[src/rtl/ifp_pkg.sv]
package ifp_pkg;

  localparam int FIELD_BYTES = 4;
  localparam int FIELD_W     = FIELD_BYTES * 8;
  localparam int POS_W       = $clog2(FIELD_BYTES);

  localparam logic [7:0] PFX_OPND = 8'h66;
  localparam logic [7:0] PFX_ADDR = 8'h67;

  localparam logic [1:0] IMC_NONE = 2'b00;
  localparam logic [1:0] IMC_ONE  = 2'b01;
  localparam logic [1:0] IMC_TWO  = 2'b10;
  localparam logic [1:0] IMC_OPSZ = 2'b11;

  typedef enum logic [2:0] {
    ST_LEAD = 3'd0,
    ST_MODE = 3'd1,
    ST_SIB  = 3'd2,
    ST_DISP = 3'd3,
    ST_IMM  = 3'd4
  } ifp_state_e;

  function automatic logic is_short_mov(input logic [7:0] opc);
    return opc[7:3] == 5'b10111;
  endfunction

  function automatic logic [2:0] imm_bytes(input logic [1:0] code, input logic o32);
    case (code)
      IMC_NONE: return 3'd0;
      IMC_ONE:  return 3'd1;
      IMC_TWO:  return 3'd2;
      default:  return o32 ? 3'd4 : 3'd2;
    endcase
  endfunction

  function automatic logic sib_follows(input logic a32, input logic [1:0] md,
                                       input logic [2:0] rm);
    return a32 && (md != 2'b11) && (rm == 3'b100);
  endfunction

  function automatic logic [2:0] disp_bytes_mode(input logic a32, input logic [1:0] md,
                                                 input logic [2:0] rm);
    case (md)
      2'b00: begin
        if (a32) return (rm == 3'b101) ? 3'd4 : 3'd0;
        else     return (rm == 3'b110) ? 3'd2 : 3'd0;
      end
      2'b01:   return 3'd1;
      2'b10:   return a32 ? 3'd4 : 3'd2;
      default: return 3'd0;
    endcase
  endfunction

  function automatic logic [2:0] disp_bytes_sib(input logic [1:0] md, input logic [2:0] base);
    case (md)
      2'b00:   return (base == 3'b101) ? 3'd4 : 3'd0;
      2'b01:   return 3'd1;
      2'b10:   return 3'd4;
      default: return 3'd0;
    endcase
  endfunction

endpackage

[src/rtl/ifp_optable.sv]
module ifp_optable
  import ifp_pkg::*;
#(
  parameter int NUM_ENT = 8
) (
  input  logic [7:0]           opcode,
  input  logic [NUM_ENT*8-1:0] match_i,
  input  logic [NUM_ENT*8-1:0] mask_i,
  input  logic [NUM_ENT-1:0]   modrm_i,
  input  logic [NUM_ENT*2-1:0] imm_i,
  output logic                 want_modrm,
  output logic [1:0]           imm_code
);

  logic [NUM_ENT-1:0] hit;

  for (genvar g = 0; g < NUM_ENT; g++) begin : g_ent
    assign hit[g] = ((opcode ^ match_i[g*8 +: 8]) & mask_i[g*8 +: 8]) == 8'h00;
  end

  // Walk from the highest entry down so the lowest matching index wins.
  always_comb begin
    want_modrm = 1'b0;
    imm_code   = IMC_NONE;
    for (int k = NUM_ENT - 1; k >= 0; k--) begin
      if (hit[k]) begin
        want_modrm = modrm_i[k];
        imm_code   = imm_i[k*2 +: 2];
      end
    end
    if (is_short_mov(opcode)) begin
      want_modrm = 1'b0;
      imm_code   = IMC_OPSZ;
    end
  end

endmodule

[src/rtl/ifp_addr_geom.sv]
module ifp_addr_geom
  import ifp_pkg::*;
(
  input  logic       addr32,
  input  logic [7:0] mode_byte,
  input  logic [7:0] sib_byte,
  output logic       sib_needed,
  output logic [2:0] disp_mode,
  output logic [2:0] disp_sib
);

  logic [1:0] md;
  logic [2:0] rm;

  assign md         = mode_byte[7:6];
  assign rm         = mode_byte[2:0];
  assign sib_needed = sib_follows(addr32, md, rm);
  assign disp_mode  = disp_bytes_mode(addr32, md, rm);
  assign disp_sib   = disp_bytes_sib(md, sib_byte[2:0]);

endmodule

[src/rtl/ifp_lane_accum.sv]
module ifp_lane_accum
  import ifp_pkg::*;
(
  input  logic               clk,
  input  logic               rst_n,
  input  logic               clr,
  input  logic               wr,
  input  logic [POS_W-1:0]   pos,
  input  logic [7:0]         din,
  output logic [FIELD_W-1:0] val,
  output logic [FIELD_W-1:0] val_nxt
);

  logic [FIELD_W-1:0] val_q;

  always_comb begin
    val_nxt = val_q;
    if (wr) val_nxt[pos*8 +: 8] = din;
  end

  always_ff @(posedge clk or negedge rst_n) begin
    if (!rst_n)   val_q <= '0;
    else if (clr) val_q <= '0;
    else          val_q <= val_nxt;
  end

  assign val = val_q;

endmodule

[src/rtl/instr_field_parser.sv]
module instr_field_parser
  import ifp_pkg::*;
#(
  parameter int NUM_ENT    = 8,
  parameter bit ADDR32_DEF = 1'b0,
  parameter bit OPND32_DEF = 1'b0
) (
  input  logic                 clk,
  input  logic                 rst_n,
  input  logic                 stall,
  input  logic                 in_valid,
  input  logic [7:0]           in_byte,
  output logic                 in_ready,
  input  logic [NUM_ENT*8-1:0] tbl_match,
  input  logic [NUM_ENT*8-1:0] tbl_mask,
  input  logic [NUM_ENT-1:0]   tbl_modrm,
  input  logic [NUM_ENT*2-1:0] tbl_imm,
  output logic                 rec_valid,
  output logic                 rec_opnd32,
  output logic                 rec_addr32,
  output logic [7:0]           rec_opcode,
  output logic                 rec_has_modrm,
  output logic [1:0]           rec_mod,
  output logic [2:0]           rec_reg,
  output logic [2:0]           rec_rm,
  output logic                 rec_has_sib,
  output logic [1:0]           rec_scale,
  output logic [2:0]           rec_index,
  output logic [2:0]           rec_base,
  output logic [2:0]           rec_disp_len,
  output logic [31:0]          rec_disp,
  output logic [2:0]           rec_imm_len,
  output logic [31:0]          rec_imm
);

  // Named events, also observed by the bound checker.
  logic evt_accept;
  logic evt_prefix;
  logic evt_emit;

  ifp_state_e       st_q, st_n;
  logic             p66_q, p66_n, p67_q, p67_n;
  logic [7:0]       opc_q, opc_n;
  logic             mrm_ok_q, mrm_ok_n;
  logic [7:0]       mrm_q, mrm_n;
  logic             sib_ok_q, sib_ok_n;
  logic [7:0]       sib_q, sib_n;
  logic [2:0]       dlen_q, dlen_n;
  logic [2:0]       ilen_q, ilen_n;
  logic [POS_W-1:0] pos_q, pos_n;

  logic a32_cur, o32_cur;
  assign a32_cur = ADDR32_DEF ^ p67_q;
  assign o32_cur = OPND32_DEF ^ p66_q;

  assign in_ready   = !stall;
  assign evt_accept = in_valid && in_ready;

  // Opcode table lookup on the byte currently offered.
  logic       tab_mrm;
  logic [1:0] tab_imm;

  ifp_optable #(.NUM_ENT(NUM_ENT)) u_tab (
    .opcode     (in_byte),
    .match_i    (tbl_match),
    .mask_i     (tbl_mask),
    .modrm_i    (tbl_modrm),
    .imm_i      (tbl_imm),
    .want_modrm (tab_mrm),
    .imm_code   (tab_imm)
  );

  // Addressing geometry: mode byte is the live byte in ST_MODE, the stored one in ST_SIB.
  logic [7:0] geo_mode;
  logic       geo_sib;
  logic [2:0] geo_dmode, geo_dsib;

  assign geo_mode = (st_q == ST_MODE) ? in_byte : mrm_q;

  ifp_addr_geom u_geom (
    .addr32     (a32_cur),
    .mode_byte  (geo_mode),
    .sib_byte   (in_byte),
    .sib_needed (geo_sib),
    .disp_mode  (geo_dmode),
    .disp_sib   (geo_dsib)
  );

  // Little-endian field assembly.
  logic [FIELD_W-1:0] disp_q, disp_n, imm_q, imm_n;

  ifp_lane_accum u_disp (
    .clk     (clk),
    .rst_n   (rst_n),
    .clr     (evt_emit),
    .wr      (evt_accept && (st_q == ST_DISP)),
    .pos     (pos_q),
    .din     (in_byte),
    .val     (disp_q),
    .val_nxt (disp_n)
  );

  ifp_lane_accum u_imm (
    .clk     (clk),
    .rst_n   (rst_n),
    .clr     (evt_emit),
    .wr      (evt_accept && (st_q == ST_IMM)),
    .pos     (pos_q),
    .din     (in_byte),
    .val     (imm_q),
    .val_nxt (imm_n)
  );

  logic pos_last_disp, pos_last_imm;
  assign pos_last_disp = ({1'b0, pos_q} + 3'd1) == dlen_q;
  assign pos_last_imm  = ({1'b0, pos_q} + 3'd1) == ilen_q;

  always_comb begin
    st_n       = st_q;
    p66_n      = p66_q;
    p67_n      = p67_q;
    opc_n      = opc_q;
    mrm_ok_n   = mrm_ok_q;
    mrm_n      = mrm_q;
    sib_ok_n   = sib_ok_q;
    sib_n      = sib_q;
    dlen_n     = dlen_q;
    ilen_n     = ilen_q;
    pos_n      = pos_q;
    evt_prefix = 1'b0;
    evt_emit   = 1'b0;
    if (evt_accept) begin
      case (st_q)
        ST_LEAD: begin
          if (in_byte == PFX_OPND) begin
            p66_n      = 1'b1;
            evt_prefix = 1'b1;
          end else if (in_byte == PFX_ADDR) begin
            p67_n      = 1'b1;
            evt_prefix = 1'b1;
          end else begin
            opc_n    = in_byte;
            mrm_ok_n = tab_mrm;
            ilen_n   = imm_bytes(tab_imm, o32_cur);
            if (tab_mrm)            st_n = ST_MODE;
            else if (ilen_n != 3'd0) st_n = ST_IMM;
            else                    evt_emit = 1'b1;
          end
        end
        ST_MODE: begin
          mrm_n = in_byte;
          if (geo_sib) begin
            st_n = ST_SIB;
          end else begin
            dlen_n = geo_dmode;
            if (dlen_n != 3'd0)      st_n = ST_DISP;
            else if (ilen_q != 3'd0) st_n = ST_IMM;
            else                     evt_emit = 1'b1;
          end
        end
        ST_SIB: begin
          sib_ok_n = 1'b1;
          sib_n    = in_byte;
          dlen_n   = geo_dsib;
          if (dlen_n != 3'd0)      st_n = ST_DISP;
          else if (ilen_q != 3'd0) st_n = ST_IMM;
          else                     evt_emit = 1'b1;
        end
        ST_DISP: begin
          if (pos_last_disp) begin
            pos_n = '0;
            if (ilen_q != 3'd0) st_n = ST_IMM;
            else                evt_emit = 1'b1;
          end else begin
            pos_n = pos_q + 1'b1;
          end
        end
        ST_IMM: begin
          if (pos_last_imm) begin
            pos_n    = '0;
            evt_emit = 1'b1;
          end else begin
            pos_n = pos_q + 1'b1;
          end
        end
        default: st_n = ST_LEAD;
      endcase
    end
    if (evt_emit) st_n = ST_LEAD;
  end

  // Working state: cleared once the record has been taken.
  always_ff @(posedge clk or negedge rst_n) begin
    if (!rst_n) begin
      st_q     <= ST_LEAD;
      p66_q    <= 1'b0;
      p67_q    <= 1'b0;
      opc_q    <= '0;
      mrm_ok_q <= 1'b0;
      mrm_q    <= '0;
      sib_ok_q <= 1'b0;
      sib_q    <= '0;
      dlen_q   <= '0;
      ilen_q   <= '0;
      pos_q    <= '0;
    end else if (evt_emit) begin
      st_q     <= ST_LEAD;
      p66_q    <= 1'b0;
      p67_q    <= 1'b0;
      opc_q    <= '0;
      mrm_ok_q <= 1'b0;
      mrm_q    <= '0;
      sib_ok_q <= 1'b0;
      sib_q    <= '0;
      dlen_q   <= '0;
      ilen_q   <= '0;
      pos_q    <= '0;
    end else begin
      st_q     <= st_n;
      p66_q    <= p66_n;
      p67_q    <= p67_n;
      opc_q    <= opc_n;
      mrm_ok_q <= mrm_ok_n;
      mrm_q    <= mrm_n;
      sib_ok_q <= sib_ok_n;
      sib_q    <= sib_n;
      dlen_q   <= dlen_n;
      ilen_q   <= ilen_n;
      pos_q    <= pos_n;
    end
  end

  // Record register: loaded from the next-state view so the final byte is included.
  always_ff @(posedge clk or negedge rst_n) begin
    if (!rst_n) begin
      rec_valid     <= 1'b0;
      rec_opnd32    <= 1'b0;
      rec_addr32    <= 1'b0;
      rec_opcode    <= '0;
      rec_has_modrm <= 1'b0;
      rec_mod       <= '0;
      rec_reg       <= '0;
      rec_rm        <= '0;
      rec_has_sib   <= 1'b0;
      rec_scale     <= '0;
      rec_index     <= '0;
      rec_base      <= '0;
      rec_disp_len  <= '0;
      rec_disp      <= '0;
      rec_imm_len   <= '0;
      rec_imm       <= '0;
    end else begin
      rec_valid <= evt_emit;
      if (evt_emit) begin
        rec_opnd32    <= OPND32_DEF ^ p66_n;
        rec_addr32    <= ADDR32_DEF ^ p67_n;
        rec_opcode    <= opc_n;
        rec_has_modrm <= mrm_ok_n;
        rec_mod       <= mrm_n[7:6];
        rec_reg       <= is_short_mov(opc_n) ? opc_n[2:0] : mrm_n[5:3];
        rec_rm        <= mrm_n[2:0];
        rec_has_sib   <= sib_ok_n;
        rec_scale     <= sib_n[7:6];
        rec_index     <= sib_n[5:3];
        rec_base      <= sib_n[2:0];
        rec_disp_len  <= dlen_n;
        rec_disp      <= disp_n;
        rec_imm_len   <= ilen_n;
        rec_imm       <= imm_n;
      end
    end
  end

endmodule

[config.mk]
export PLATFORM = sky130hd
export DESIGN_NAME = instr_field_parser
export DESIGN_NICKNAME = d
export VERILOG_FILES = /design/src/rtl/ifp_pkg.sv /design/src/rtl/ifp_optable.sv /design/src/rtl/ifp_addr_geom.sv /design/src/rtl/ifp_lane_accum.sv /design/src/rtl/instr_field_parser.sv
export SDC_FILE = /design/constraint.sdc
export NUM_CORES = 1
export LEC_CHECK = 0
export ABC_AREA = 1
export CAP_MARGIN = 25
export CORE_MARGIN = 2
export CORE_UTILIZATION = 51
export DETAILED_ROUTE_END_ITERATION = 8
export PLACE_DENSITY = 0.85
export SLEW_MARGIN = 20
export SYNTH_ARGS = -nofsm -noshare
export SYNTH_HDL_FRONTEND = slang
export SYNTH_SLANG_ARGS = --single-unit
[constraint.sdc]
create_clock -name clk -period 3 [get_ports clk]
set_input_delay 0.6 -clock clk [delete_from_list [all_inputs] [get_ports clk]]
set_output_delay 0.6 -clock clk [all_outputs]
set_load 0.005 [all_outputs]
; ---- After elaboration in Yosys (flattened, before gate mapping)
; Cells that the tools add are included.
[totals]
reg_bits = 202
word_cells = 203
input_bits = 164
output_inout_bits = 100
[op_classes]
n_addsub = 3
n_reduce_logical = 25
bitwise_logic = 16
n_shift = 2
muxes = 104
eq_ne = 24
[op_table]
columns = cell, count
row1 = two-way mux 32 bit, 4
row2 = two-way mux 8 bit, 11
row3 = two-way mux 3 bit, 29
row4 = bitwise AND 8 bit, 8
row5 = bitwise mux 32 bit, 2
row6 = logical NOT 8 bit, 8
row7 = bitwise XOR 8 bit, 8
row8 = two-way mux 1 bit, 37
row9 = negator 5 -> 34 bit, 1
row10 = "variable shift 8 x 34 -> 32 bit, first input constant", 1
row11 = variable part select 8 x 34 -> 32 bit, 1
row12 = two-way mux 2 bit, 14
row13 = one-hot mux 3 bit (3 select lines), 3
row14 = "equality test 8 x 7 -> 1 bit, second input constant", 2
row15 = "equality test 3 bit, second input constant", 5
row16 = one-hot mux 3 bit (5 select lines), 1
row17 = nonzero test 3 bit, 5
row18 = "equality test 5 bit, second input constant", 2
row19 = "inequality test 3 bit, second input constant", 3
row20 = "equality test 3 x 2 -> 1 bit, second input constant", 2
row21 = equality test 3 bit, 2
row22 = one-hot mux 3 bit (2 select lines), 1
row23 = AND reduction 6 bit, 1
row24 = logical AND 1 bit, 5
row25 = other kinds (14), 18

; ---- Longest topological paths before layout
; Gate-level depths: netlist of run 1.
[logic_depth]
depth_word = 27
depth_mapped = 24

; ---- Modules after synthesis
; From an unflattened synthesis of run 1, not the netlist that was laid out.
[hier_totals]
cells_unflattened = 1526
hier_area_um2 = 11089.4
[by_module_without_submodules]
columns = module, instances, area_each_um2, cells_each
row1 = instr_field_parser, 1, 5914.4, 703
row2 = ifp_lane_accum (u_imm), 1, 1780.5, 244
row3 = ifp_lane_accum (u_disp), 1, 1680.4, 232
row4 = ifp_optable, 1, 1612.8, 326
row5 = ifp_addr_geom, 1, 101.3, 21

; ---- Worst setup path after synthesis of run 1
; Ideal clock, no wire load.
[synth_path]
path_kind = input port to flip-flop
start = input port in_byte[5]
end = register opc_q[7]
n_path_buf = 3
path_stages = 20
path_slack_ps = 373
setup_time_ps = 128
t_arrival_ps = 2499
path_cell_list = buf_4 or2_1 nand3_1 nand2_1 nor2_1 nand2_1 o21ai_1 inv_1 nand2_1 nand2_1 nand2_1 nand2_1 nand2_1 nand2_1 nor2_2 nand3_2 a21oi_2 buf_4 buf_6 nor2_1
[synth_via]
elab_chain_cells = 26
elab_cells_between_ends = 65
[synth_lines]
columns = element, line_no
row1 = "start, declared", instr_field_parser.sv:12  ; input logic [7:0] in_byte,
row2 = bitwise XOR 8 bit, ifp_optable.sv:18  ; assign hit[g] = ((opcode ^ match_i[g*8 +: 8]) & mask_i[g*8 +: 8]) == 8'h00;
row3 = bitwise AND 8 bit, ifp_optable.sv:18
row4 = logical NOT 8 bit, ifp_optable.sv:18
row5 = two-way mux 2 bit (8 in series), ifp_optable.sv:26  ; if (hit[k]) begin
row6 = two-way mux 2 bit, ifp_optable.sv:31  ; if (is_short_mov(opcode)) begin
row7 = equality test 2 bit (tied with other cells), ifp_pkg.sv:28  ; case (code)
row8 = one-hot mux 3 bit (3 select lines), ifp_pkg.sv:28
row9 = two-way mux 3 bit, instr_field_parser.sv:138  ; end else if (in_byte == PFX_ADDR) begin
row10 = [3 not listed], n/a
row11 = nonzero test 3 bit, instr_field_parser.sv:146  ; else if (ilen_n != 3'd0) st_n = ST_IMM;
row12 = two-way mux 1 bit, instr_field_parser.sv:146
row13 = two-way mux 1 bit, instr_field_parser.sv:145  ; if (tab_mrm) st_n = ST_MODE;
row14 = two-way mux 1 bit, instr_field_parser.sv:138
row15 = two-way mux 1 bit, instr_field_parser.sv:135  ; if (in_byte == PFX_OPND) begin
row16 = one-hot mux 1 bit (5 select lines), instr_field_parser.sv:133  ; case (st_q)
row17 = two-way mux 1 bit, instr_field_parser.sv:132  ; if (evt_accept) begin
row18 = two-way mux 8 bit *, instr_field_parser.sv:206  ; end else if (evt_emit) begin
row19 = "end signal, assigned", instr_field_parser.sv:222  ; opc_q <= opc_n;
row20 = "end, declared", instr_field_parser.sv:43  ; logic [7:0] opc_q, opc_n;
; Mark *: on every way between the ends. The rest lies on a longest branch, timed or not. The select of a mux whose other input is x is not followed.
; A chain may end at the register's enable or synchronous reset.

; ---- Worst setup path after layout of run 1
[layout_path]
start = input port tbl_match[47]
end = register pos_q[0]
[layout_via]
elab_chain_cells = 25
elab_cells_between_ends = 36
[layout_lines]
columns = element, line_no
row1 = "start, declared", instr_field_parser.sv:14  ; input logic [NUM_ENT*8-1:0] tbl_match,
row2 = bitwise XOR 8 bit *, ifp_optable.sv:18
row3 = bitwise AND 8 bit *, ifp_optable.sv:18
row4 = logical NOT 8 bit *, ifp_optable.sv:18
row5 = two-way mux 2 bit (6 in series), ifp_optable.sv:26
row6 = two-way mux 2 bit, ifp_optable.sv:31
row7 = equality test 2 bit (tied with other cells), ifp_pkg.sv:28
row8 = one-hot mux 3 bit (3 select lines), ifp_pkg.sv:28
row9 = two-way mux 3 bit, instr_field_parser.sv:138
row10 = [4 not listed], n/a
row11 = two-way mux 1 bit, instr_field_parser.sv:146
row12 = two-way mux 1 bit *, instr_field_parser.sv:145
row13 = two-way mux 1 bit *, instr_field_parser.sv:138
row14 = two-way mux 1 bit *, instr_field_parser.sv:135
row15 = one-hot mux 1 bit (5 select lines) *, instr_field_parser.sv:133
row16 = two-way mux 1 bit *, instr_field_parser.sv:132
row17 = nonzero test 3 bit (no line) / nonzero test 2 bit (equally long branches), n/a
row18 = AND reduction 2 bit (no line), n/a
row19 = "end signal, assigned", instr_field_parser.sv:229  ; pos_q <= pos_n;
row20 = "end, declared", instr_field_parser.sv:50  ; logic [POS_W-1:0] pos_q, pos_n;
; Marked as above.

==> metrics.cfg, run 1 <==
[pwr]
power.static_leakage_nw = 7.51
power.density_cell_area_nw_per_um2 = 754
worst_voltage_drop_across_the_vdd_grid_mv = 0.788
finalPower_mw = 11.5

[floorplan]
chipHeight_um = 151
total_i_o_pin_count = 264
die_area_um2 = 22700
die_width_um = 151
start_util_pct = 52.1
core_region_area_um2 = 21000
std_cell_rows = 53

[place]
port_buffers = 263
placedCellCount = 2026
globalplace.congestion = 0.964
dp.final_hpwl_mm = 25.3
place_ws_ps = -564

[setup_path]
worstPathArrival_ps = 3190
r2r_setup_slack_ps = 230
worstReg2RegEnd = rec_imm[23]
setup.worst_path.end_class = flip-flop
setup.worst_path.start_class = input pin
criticalPathCategory = input pin to flip-flop
path_buf_inv = 5
slowest_delay_ps = 410
crit_family = simple AND/OR/NAND/NOR gates
timing.critical_path.slowest_stage_cell = sky130_fd_sc_hd__clkdlybuf4s50_1
wp_data_required_ps = 3400
timing.rr.start = pos_q[0]
worstPathCellList = clkdlybuf4s50_1 > or2_1 > nand3_1 > nand2_1 > nor2_2 > buf_4 > nand3b_1 > nand2_1 > inv_1 > nand2_1 > nand2_1 > nand2_1 > nand2_1 > nand2_2 > nand3_2 > nor2_4 > nand3_4 > a21oi_4 > clkbuf_16 > clkbuf_16 > nor2_1
crit_fanout = 8
critical-path-top-cell-by-count = sky130_fd_sc_hd__nand2_1
worst-r2r-cell-count = 10

[logic_synthesis]
ys_async_sr_fraction_pct = 100
ys_dominant_reg_cell = sky130_fd_sc_hd__dfrtp_1
syn_area_um2 = 11000
post_synth_inst_count = 1469
synth_top_family_by_area = simple AND/OR/NAND/NOR gates
synth_sequential_area_ratio_pct = 46.2
number_of_flops_mapped_to_enable_cells_by_yosys = 0
adder_cell_share_of_the_synthesized_area_pct = 0.685
ys_warn_count = 0
syn_avg_cell_area_um2 = 7.46
synth_cell_types = 45
multiplexer_fraction_of_the_synthesized_cell_area_pct = 0.274
simple_gate_area_share_of_the_yosys_netlist_pct = 33.1
syn_nets = 1639
ys_seq_elements = 202
yosys.area_share.xor_xnor_pct = 0.960
synth-compound-area-share_pct = 8.33

[timing]
slew_headroom_pct = 47.7
final_min_period_over_clock_period_pct = 93.1
fmaxAchievable_mhz = 358
final-setup-viol-count = 0
finalSetupTns_ps = 0
timing.clock.skew_ps = 29.5
fin_hold_ws_ps = 140
final_critical_path_setup_slack_ps = 207
tightestPinTransition_ps = 782
finalMaxSlewViolations = 0
post-route-min-period_ps = 2790
timing.final.hold_violations = 0

[clock_network]
clockRootBuffer = sky130_fd_sc_hd__clkbuf_16
tritoncts_clock_tree = done
cts.hold.buffers_added = 0
worst_setup_hold_path_clk_slew_ps = 70
cts_buffers = 20
ctsHtreeMaxLevel = 1
clkSinkCount = 202
clock_tree.buffer_depth = 3
clock_insertion_delay_worst_skew_ps = 510

[detailed_routing]
dr.pass1.iters = 5
route.final.wire_length_mm = 35.8
via_total_after_detailed_routing = 11168
drt-vias-per-instance = 5.37
routed_wire_length_per_instance_um = 17.2
antenna_left = 0
remaining_routing_drc_violations = 0
detail_route.iter0.violations = 934

[cells_and_area]
layout-drive-gt1-share_pct = 10.2
syn2layout_area_growth_pct = 39.4
stdcell_count = 2079
num-nets-final = 1959

[grt]
grt_antenna_before_repair = 4
via_count_of_the_first_global_routing_pass = 10674
grt_start_max_net_pins = 102
grt_use_total_pct = 30.0
wire_length_of_the_first_global_routing_pass_mm = 53.7
grt_remaining_overflow = 0

[status]
run_status = finished clean

[job]
drv.max_cap_violation_count = 0

[hold_path]
hp-class = input pin to async pin

final cells by class:
| cell class | count | area [µm²] |
|---|---|---|
| Antenna cell | 4 | 10.0 |
| Timing Repair Buffer | 369 | 3780 |
| Fill cell | 1548 | 5750 |
| Clock inverter | 7 | 73.8 |
| Clock buffer | 26 | 543 |
| Tap cell | 275 | 344 |
| Sequential cell | 202 | 5050 |
| Inverter | 171 | 642 |
| Multi-Input combinational cell | 1025 | 4820 |
logic make-up after synthesis:
family          after synthesis
mux                           3
flops                       202
simple gates                840
fa+ha+maj                     6
compound gates              164
xor+xnor                     12
buf+inv                     242
cell usage after synthesis, drive strengths merged, types with 3 or more instances:
cell type	count	area share [%]
a21oi	22	1.0
a31oi	8	0.46
buf	59	4.2
clkbuf	12	0.41
clkinv	3	0.10
dfrtp	202	46
ha	6	0.69
inv	168	5.8
mux2i	3	0.27
nand2	447	15
nand3	120	5.5
nand3b	46	3.2
nor2	183	6.4
nor3	17	0.97
nor4	3	0.23
o21a	4	0.29
o21ai	95	4.4
o22ai	25	1.4
or2	22	1.3
xnor2	4	0.32
xor2	8	0.64
metal layers:
| layer | wire (µm) | up-vias | GRT usage [%] |
|---|---|---|---|
| met5 | 0 | - | 0 |
| li1 | - | 5261 | - |
| met4 | 1400 | 0 | 10.8 |
| met3 | 3120 | 105 | 5.33 |
| met2 | 17800 | 583 | 53.6 |
| met1 | 13400 | 5219 | 36.3 |
cell usage in the layout (no fill, tap or decap), types with 21 or more instances in the layout:
| master | count |
|---|---|
| sky130_fd_sc_hd__nor2_1 | 174 |
| sky130_fd_sc_hd__nand2_1 | 437 |
| sky130_fd_sc_hd__a21oi_1 | 21 |
| sky130_fd_sc_hd__inv_1 | 156 |
| sky130_fd_sc_hd__clkdlybuf4s50_1 | 252 |
| sky130_fd_sc_hd__o21ai_0 | 79 |
| sky130_fd_sc_hd__nand3_1 | 118 |
| sky130_fd_sc_hd__buf_4 | 75 |
| sky130_fd_sc_hd__o22ai_1 | 25 |
| sky130_fd_sc_hd__nand3b_1 | 46 |
| sky130_fd_sc_hd__dfrtp_1 | 202 |
| sky130_fd_sc_hd__clkbuf_16 | 26 |
worst max path at each step:
stage	from	end	slack, ps	depth (start not counted)
finish	tbl_match[47]	pos_q[0]	210	21
detailed placement	in_byte[2]	rec_scale[0]	-560	23
global route	st_q[1]	rec_reg[0]	-20	16
floorplan	in_byte[5]	opc_q[7]	370	20
global placement	in_byte[2]	rec_reg[0]	-430	22
CTS	in_byte[2]	rec_scale[0]	20	23
worst register-to-register path: cells and delay by family, from the launching register on:
kind / cells / cell delay [ps]
adder cells (fa/ha/maj): 1 / 420
AND/OR/NAND/NOR: 5 / 1210
buffers and inverters: 3 / 560
AO/OA/AOI/OAI: 1 / 120
flip-flops: 1 / 380
per-stage QoR:
step	instance area (µm²)	util [%]
5_1_grt	15300	72.6
3_3_place_gp	14300	67.8
3_5_place_dp	14300	67.8
6_report	15300	72.6
4_1_cts	14900	70.8
2_1_floorplan	11000	-
repair_timing:
item / CTS / global route
gates cloned: 0 / 10
pin swaps: 0 / 13
resized for setup: 3 / 34
setup buffers: 0 / 6
endpoints found under the setup margin: 68 / 202
where the power goes:
group | internal, mW | leakage (nW) | switching, mW
combinational | 2.36 | 4.47 | 2.89
sequential | 3.47 | 2.73 | 0.377
clock | 1.36 | 0.302 | 1.05
total | 7.19 | 7.51 | 4.32
No activity file was read; power rests on OpenSTA's default activity.
==> inputs of run 2 (changes only) <==
- CORE_UTILIZATION: 51 -> 52
- CTS_BUF_LIST: default -> sky130_fd_sc_hd__clkbuf_4
- GPL_ROUTABILITY_DRIVEN: default -> 0
- PLACE_DENSITY: 0.85 -> 0.86
==> metrics.cfg, run 2 (synthesis results as in run 1) <==
[floorplan]
core_region_area_um2 = 20800
start_util_pct = 52.6
die_area_um2 = 22200
std_cell_rows = 53
die_width_um = 149
total_i_o_pin_count = 264
chipHeight_um = 149

[clock_network]
ctsHtreeMaxLevel = 2
clockRootBuffer = sky130_fd_sc_hd__clkbuf_4
clock_insertion_delay_worst_skew_ps = 650
worst_setup_hold_path_clk_slew_ps = 60
clock_tree.buffer_depth = 3
tritoncts_clock_tree = done
cts_buffers = 48
clkSinkCount = 202

[setup_path]
critical-path-top-cell-by-count = sky130_fd_sc_hd__nand2_1
worst-r2r-cell-count = 17
worstReg2RegEnd = rec_disp_len[2]
timing.rr.start = st_q[0]
worstPathCellList = clkdlybuf4s50_1 > buf_4 > or2_2 > nand3_1 > nand2_1 > nor2_2 > nand2_2 > o21ai_1 > inv_1 > nand2_1 > nand2_1 > nand2_1 > nand3_1 > nor2_2 > nand3_2 > nand2_4 > nand2_8 > clkbuf_16 > nand2_1 > nand2_1
setup.worst_path.end_class = flip-flop
wp_data_required_ps = 3510
r2r_setup_slack_ps = 220
crit_fanout = 29
worstPathArrival_ps = 3360
criticalPathCategory = input pin to flip-flop
timing.critical_path.slowest_stage_cell = sky130_fd_sc_hd__clkdlybuf4s50_1
slowest_delay_ps = 410
setup.worst_path.start_class = input pin

[status]
run_status = finished clean

[grt]
wire_length_of_the_first_global_routing_pass_mm = 53.4
via_count_of_the_first_global_routing_pass = 10819
grt_use_total_pct = 30.3
grt_remaining_overflow = 0
grt_antenna_before_repair = 8
grt_start_max_net_pins = 82

[hold_path]
min_path_cells = 2
hold_path_startpoint = rec_imm[12]
hp-class = flip-flop to flip-flop
hold_path_endpoint = rec_imm[12]

[cells_and_area]
mostFrequentLayoutCell = sky130_fd_sc_hd__nand2_1
summed_area_of_non_filler_cells_in_the_final_layout_um2 = 15100
multi_input_comb_area_um2 = 4780
stdcell_count = 2132
fin_util_pct = 72.4
num-nets-final = 1985
syn2layout_area_growth_pct = 37.6
final.fill_count = 1616
seq_area_um2 = 5050
most-common-layout-cells = sky130_fd_sc_hd__nand2_1 (444), sky130_fd_sc_hd__clkdlybuf4s50_1 (260), sky130_fd_sc_hd__dfrtp_1 (202)
layout-drive-gt1-share_pct = 11.6

[timing]
finalSetupTns_ps = 0
post-route-min-period_ps = 2850
final-setup-viol-count = 0
finalMaxSlewViolations = 0
tightestPinTransition_ps = 774
fin_hold_ws_ps = 472
final_min_period_over_clock_period_pct = 95.0
timing.final.hold_violations = 0
fmaxAchievable_mhz = 351
timing.clock.skew_ps = 41.9
slew_headroom_pct = 48.2
final_critical_path_setup_slack_ps = 151

[place]
port_buffers = 263
placedCellCount = 2028
dp.final_hpwl_mm = 25.0
postPlaceCellArea_um2 = 14300
place_ws_ps = -496

[detailed_routing]
via_total_after_detailed_routing = 11332
drt-vias-per-instance = 5.32
detail_route.iter0.violations = 937
remaining_routing_drc_violations = 0
routed_wire_length_per_instance_um = 16.3
route.final.wire_length_mm = 34.8
antenna_left = 0
dr.pass1.iters = 5

[pwr]
power.density_cell_area_nw_per_um2 = 740
finalPower_mw = 11.2
power.static_leakage_nw = 7.42
worst_voltage_drop_across_the_vdd_grid_mv = 0.613

[job]
drv.max_cap_violation_count = 0

[run 2: per-layer routing]
| layer | wire length (µm) | GRT usage, % | up-vias |
|---|---|---|---|
| li1 | - | - | 5347 |
| met1 | 12800 | 35.8 | 5263 |
| met2 | 16900 | 51.2 | 605 |
| met3 | 3290 | 7.34 | 117 |
| met4 | 1860 | 16.6 | 0 |
| met5 | 0 | 0 | - |
[run 2: repair_timing]
action	CTS	global route
setup endpoints to repair	0	175
endpoints found under the hold margin	33	0
buffers inserted	0	8
hold buffers	1	0
gates resized for setup	0	9
[run 2: worst max-delay path by stage]
stage | startpoint | endpoint | slack [ps] | cells after the start
4_1_cts | in_byte[4] | rec_disp_len[1] | 160 | 20
6_report | in_byte[4] | rec_reg[0] | 150 | 20
5_1_grt | in_byte[4] | st_q[0] | -30 | 20
3_5_place_dp | in_byte[4] | rec_imm_len[1] | -500 | 20
3_3_place_gp | in_byte[4] | rec_imm_len[0] | -430 | 20
2_1_floorplan | in_byte[5] | opc_q[7] | 370 | 20
[run 2: area by class of cell]
| class | count | share of cell area [%] |
|---|---|---|
| Sequential cell | 202 | 33.5 |
| Multi-Input combinational cell | 1025 | 31.7 |
| Timing Repair Buffer | 367 | 24.2 |
| Inverter | 171 | 4.26 |
| Clock buffer | 70 | 3.49 |
| Tap cell | 275 | 2.28 |
| Clock inverter | 14 | 0.382 |
| Antenna cell | 8 | 0.133 |
[run 2: critical path: cells and delay by family]
family | cells | cell delay, ps
AO/OA/AOI/OAI | 1 | 140
AND/OR/NAND/NOR | 15 | 1720
buffers and inverters | 4 | 850
[run 2: power breakdown]
part	internal [mW]	switching, mW	total (mW)
clock network	1.07	1.09	2.16
logic	2.34	2.81	5.15
registers	3.47	0.377	3.84
